===== src/rtl/pmr_pkg.sv =====
package pmr_pkg;
  localparam int NPER  = 12;
  localparam int NWAKE = 4;

  localparam int IDX_UART0 = 0;
  localparam int IDX_UART1 = 1;
  localparam int IDX_USB   = 2;

  localparam int W_UART0 = 0;
  localparam int W_UART1 = 1;
  localparam int W_USBDP = 2;
  localparam int W_USBWK = 3;

  // Register bit position of peripheral index idx.
  function automatic int bit_pos(input int idx);
    return (idx == NPER - 1) ? 31 : 16 + idx;
  endfunction

  // Word with every implemented bit set.
  function automatic logic [31:0] impl_mask();
    logic [31:0] m;
    m = '0;
    for (int i = 0; i < NPER; i++) m[bit_pos(i)] = 1'b1;
    return m;
  endfunction
endpackage


===== src/rtl/wake_sync.sv =====
module wake_sync #(
  parameter int W = 4
) (
  input  logic         clk,
  input  logic         rst_n,
  input  logic [W-1:0] din,
  output logic [W-1:0] chg
);
  logic [W-1:0] s1_q, s2_q, prev_q;

  always_ff @(posedge clk or negedge rst_n) begin
    if (!rst_n) begin
      s1_q   <= '0;
      s2_q   <= '0;
      prev_q <= '0;
    end else begin
      s1_q   <= din;
      s2_q   <= s1_q;
      prev_q <= s2_q;
    end
  end

  assign chg = s2_q ^ prev_q;
endmodule


===== src/rtl/pd_clken.sv =====
module pd_clken #(
  parameter int N = 12
) (
  input  logic         clk,
  input  logic         rst_n,
  input  logic [N-1:0] pd_vec,
  output logic [N-1:0] clk_en
);
  always_ff @(posedge clk or negedge rst_n) begin
    if (!rst_n) clk_en <= '1;
    else        clk_en <= ~pd_vec;
  end

  AST_EN_FOLLOWS: assert property (@(posedge clk) disable iff (!rst_n)
    clk_en == ~$past(pd_vec));
endmodule


===== src/rtl/clkgate_pmr.sv =====
module clkgate_pmr
  import pmr_pkg::*;
#(
  parameter int DATA_W = 32
) (
  input  logic              clk,
  input  logic              rst_n,
  input  logic              bus_sel,
  input  logic              bus_we,
  input  logic [DATA_W-1:0] bus_wdata,
  output logic [DATA_W-1:0] bus_rdata,
  input  logic              uart0_rxd,
  input  logic              uart1_rxd,
  input  logic              usb_dp,
  input  logic              usb_wake,
  output logic [NPER-1:0]   clk_en
);
  logic [NPER-1:0]  pd_q, pd_d, wr_vec, wake_clr;
  logic [NWAKE-1:0] wake_in, wake_chg;
  logic [DATA_W-1:0] rd_word;
  logic             wr_en;

  assign wr_en = bus_sel & bus_we;

  always_comb begin
    wake_in          = '0;
    wake_in[W_UART0] = uart0_rxd;
    wake_in[W_UART1] = uart1_rxd;
    wake_in[W_USBDP] = usb_dp;
    wake_in[W_USBWK] = usb_wake;
  end

  wake_sync #(.W(NWAKE)) u_sync (
    .clk(clk), .rst_n(rst_n), .din(wake_in), .chg(wake_chg)
  );

  // Wake clears exist only for the UARTs and USB; they count only while the bit is set.
  generate
    for (genvar i = 0; i < NPER; i++) begin : g_bit
      assign wr_vec[i] = bus_wdata[bit_pos(i)];
      if (i == IDX_UART0) begin : g_u0
        assign wake_clr[i] = wake_chg[W_UART0] & pd_q[i];
      end else if (i == IDX_UART1) begin : g_u1
        assign wake_clr[i] = wake_chg[W_UART1] & pd_q[i];
      end else if (i == IDX_USB) begin : g_usb
        assign wake_clr[i] = (wake_chg[W_USBDP] | wake_chg[W_USBWK]) & pd_q[i];
      end else begin : g_none
        assign wake_clr[i] = 1'b0;
      end

      AST_WAKE_CLEARS: assert property (@(posedge clk) disable iff (!rst_n)
        wake_clr[i] |=> !pd_q[i]);
      AST_SET_ONLY_BY_WRITE: assert property (@(posedge clk) disable iff (!rst_n)
        $rose(pd_q[i]) |-> $past(wr_en && bus_wdata[bit_pos(i)]));
    end
  endgenerate

  always_comb begin
    pd_d = wr_en ? wr_vec : pd_q;
    pd_d = pd_d & ~wake_clr;
  end

  always_ff @(posedge clk or negedge rst_n) begin
    if (!rst_n) pd_q <= '0;
    else        pd_q <= pd_d;
  end

  always_comb begin
    rd_word = '0;
    for (int i = 0; i < NPER; i++) rd_word[bit_pos(i)] = pd_q[i];
  end
  assign bus_rdata = bus_sel ? rd_word : '0;

  pd_clken #(.N(NPER)) u_en (
    .clk(clk), .rst_n(rst_n), .pd_vec(pd_q), .clk_en(clk_en)
  );

  AST_IDLE_HOLD: assert property (@(posedge clk) disable iff (!rst_n)
    (!wr_en && wake_clr == '0) |=> $stable(pd_q));
  AST_RSV_IGNORED: assert property (@(posedge clk) disable iff (!rst_n)
    (wr_en && wake_clr == '0) |=> (bus_rdata & ~impl_mask()) == '0);
endmodule


===== config.mk =====
export PLATFORM = sky130hd
export DESIGN_NAME = clkgate_pmr
export DESIGN_NICKNAME = d
export VERILOG_FILES = /design/src/rtl/pmr_pkg.sv /design/src/rtl/wake_sync.sv /design/src/rtl/pd_clken.sv /design/src/rtl/clkgate_pmr.sv
export SDC_FILE = /design/constraint.sdc
export NUM_CORES = 1
export LEC_CHECK = 0
export BUFFER_PORTS_ARGS = -buffer_cell sky130_fd_sc_hd__buf_2
export CORE_AREA = 2 2 68 57
export DETAILED_ROUTE_END_ITERATION = 6
export DIE_AREA = 0 0 70 59
export PLACE_DENSITY = 0.76
export SYNTH_ARGS = -nofsm -noshare
export SYNTH_HDL_FRONTEND = slang
export SYNTH_HIERARCHICAL = 1
export SYNTH_SLANG_ARGS = --single-unit

===== constraint.sdc =====
create_clock -name clk -period 1.05 [get_ports clk]
set_input_delay 0 -clock clk [delete_from_list [all_inputs] [get_ports clk]]
set_output_delay 0 -clock clk [all_outputs]
set_load 0.005 [all_outputs]

==> results.md <==
| Result | Reported | Unit |
|---|---|---|
| Run status | completed | - |
| Initial cell density of the core | 41.9 | % |
| Core region area | 3380 | µm² |
| Number of warnings reported in the yosys synthesis log | 6 | - |
| Pins Over Slew Limit | 0 | - |
| Via-per-instance ratio | 4.08 | - |
| End-of-flow core utilization | 55.8 | % |
| Post-detailed-placement cell area | 1620 | µm² |
| Max Freq | 1020 | MHz |
| Number of violations of the max-capacitance limit | 0 | - |
| GRT Overall Usage | 12.9 | % |
| Number of enable-type register cells in the synthesized netlist | 0 | - |
| Antenna Diode Count | 0 | - |
| Synthesized area | 1420 | µm² |
| Worst min-delay path startpoint | bus_wdata[16] | - |
| Top post-synthesis cells by area | dfrtp_1, dfstp_2, buf_4, mux2_2, and2_1 | - |
| Critical path start-end classification | reg2out | - |
| Maximum VDD drop | 1060 | µV |
| Sequential element share of the synthesized area | 64.7 | % |
| Depth of the worst register-to-register path | 3 | - |
| Synthesized instance count | 106 | - |
| Post-route DRC violation count | 0 | - |
| Leading cell types by count after synthesis | dfrtp_1, buf_4, and2_1, dfstp_2, inv_1 | - |
| First-pass GRT wire length | 3970 | µm |
| Setup violations, final | 0 | - |
| Critical path capture point type | output pin | - |
| Via total after detailed routing | 870 | - |
| Final weighted congestion of routability-driven global placement | 0.696 | - |
| Flop and latch count out of synthesis | 36 | - |
| Maximum fanout along the worst path | 4 | - |
| Largest net degree at the start of global routing | 21 | - |
| Unique cell type count in the Yosys netlist | 17 | - |
| Clock skew after layout | 0.00179 | ns |
| Ports | 84 | - |
| DR iter-0 viols | 29 | - |
| Total count of hold-check failures in the final report | 0 | - |
| Top cell type by total area after synthesis | dfrtp_1 | - |
| Number of H-tree branching levels | 2 | - |
| Remaining antenna violation count after routing | 0 | - |
| Class of the most critical hold timing path | in2reg | - |
| Least setup slack across all paths after layout | 0.0670 | ns |
| Wirelength per Cell | 11.3 | µm |
| NumNets Final | 210 | - |
| Worst-case setup slack after placement | 0.131 | ns |
| Period utilisation layout | 93.6 | % |
| Most frequently used cell type in the post-synthesis netlist | dfrtp_1 | - |
| Hold depth | 3 | - |
| Root Buffer Master | clkbuf_8 | - |
| P_leak | 0.969 | nW |
| CP Launch Type | register | - |
| Grt total ovfl | 0 | - |
| Die boundary height | 59 | µm |
| Number of buffers added by the clock tree synthesis step | 5 | - |
| Synth Flop Type | dfrtp_1 | - |
| Share of the synthesized area in the top cell type | 42.4 | % |
| Mean Syn Cell Area | 13.4 | µm² |
| Arrival time worst endpoint | 0.98 | ns |
| Bufs on Longest Clock Path | 2 | - |
| Total negative setup slack | 0 | ns |
| Num rows | 19 | - |
| Fraction of final layout cells with drive strength greater than 1 | 45.6 | % |
| Floorplan die area | 4130 | µm² |
| Total power of the final layout | 3.37 | mW |
| Launch point of the worst reg-to-reg path | u_sync/prev_q[3] | - |
| Clock tree from TritonCTS | done | - |
| Die boundary width | 70 | µm |
| Layout Area Growth over Synthesis | 33.2 | % |
| TritonCTS sink count | 36 | - |
| Vias in the first global route | 899 | - |
| Worst-case register-to-register setup slack | 0.12 | ns |
| Iteration count of the initial detailed-routing pass | 4 | - |
| DP Wirelength | 1790 | µm |
| Post-Route WL | 2420 | µm |
| Clock network latency to the later pin of the worst-skew pair | 0.28 | ns |
| Data required time of the critical path | 1.05 | ns |
| Async set-or-reset flop fraction in the synthesized netlist | 100 | % |
| End point of the most critical hold path | pd_q[0] | - |
| PD cells | 1790 | nW/µm² |
| Unrepaired setup endpoints after global routing | no | - |
| Clock transition at path regs | 0.07 | ns |
| Cell area after layout | 1880 | µm² |
| Final critical path time including I/O delays and setup | 0.983 | ns |
| Buffers added on ports | 43 | - |
| RR Endpoint | pd_q[2] | - |
| Antenna violations before repair | 0 | - |
## registers in the layout, summed over array words and instances (netlist names)
name	count
u_sync/prev_q	4
u_sync/s2_q	4
pd_q	12
u_sync/s1_q	4
u_en/clk_en	12
## what timing repair did
item	in CTS	in global routing
hold endpoints to repair	46	0
hold buffers	15	0
buffers inserted	0	0
gates resized for setup	0	0
## worst max-delay path by stage
stage | cells after the start | endpoint | slack, ns | start
3_5_place_dp | 3 | pd_q[2] | 0.13 | u_sync/prev_q[3]
4_1_cts | 2 | bus_rdata[18] | 0.06 | pd_q[2]
6_report | 2 | bus_rdata[16] | 0.07 | pd_q[0]
5_1_grt | 2 | bus_rdata[18] | 0.007 | pd_q[2]
2_1_floorplan | 3 | pd_q[2] | 0.20 | u_sync/prev_q[3]
3_3_place_gp | 3 | pd_q[2] | 0.19 | u_sync/prev_q[3]
## metrics by stage
stage | instances | hold slack (ns)
after floorplan | 125 | -0.296
after global placement | 190 | -0.0552
after detailed placement | 190 | -0.0454
after CTS | 213 | 0.0819
after global routing | 213 | 0.0981
final | 213 | 0.0944
## critical path: stages, from the launching register on
cell     delay [ns]
dfrtp_1        0.42
and2_1         0.17
buf_2          0.12
## logic make-up (layout without fill, tap and decap cells)
logic type,count (synthesis),count (layout),share of synthesized area [%]
buffers and inverters,34,80,14.4
muxes,9,9,7.16
xor gates and xnor gates,4,4,2.48
other,1,20,0.265
AOI/OAI and AO/OA,7,7,3.45
DFF,36,36,64.7
and+or+nand+nor,15,15,7.52
## routing by layer
metal	vias to the layer above	part of all wire [%]	global-route usage [%]	wire, µm
met5	-	0	0	0
met4	0	1.1	4.12	27
met3	3	8.6	4.59	208
met2	44	50	24.1	1210
met1	409	40	13.8	970
li1	414	-	-	-
## layout make-up
type / instances / area, µm²
timing repair buffer: 60 / 393
inverter: 12 / 45.0
clock inverter: 3 / 42.5
fill: 297 / 1490
clock buffer: 5 / 68.8
tap: 42 / 52.6
sequential: 36 / 916
multi-input combinational: 55 / 367
## cell usage in the layout (no fill, tap or decap), types with 2 or more instances in the layout
cell | netlist | layout
mux2_2 | 9 | 9
dfstp_2 | 12 | 12
and3b_2 | 2 | 2
dlygate4sd3_1 | 0 | 15
xor2_1 | 4 | 4
a21oi_1 | 2 | 2
and2_1 | 12 | 12
a211oi_1 | 2 | 2
clkbuf_8 | 0 | 5
conb_1 | 1 | 20
dfrtp_1 | 24 | 24
buf_2 | 1 | 43
inv_1 | 12 | 12
## where the power goes
part	switching [mW]	internal [mW]	leakage (nW)	total [mW]
registers	0.0940	1.63	0.409	1.72
logic	0.208	0.269	0.506	0.478
clock network	0.470	0.701	0.0541	1.17
total	0.772	2.60	0.969	3.37
Note: power is estimated with default switching activity, not from simulation.
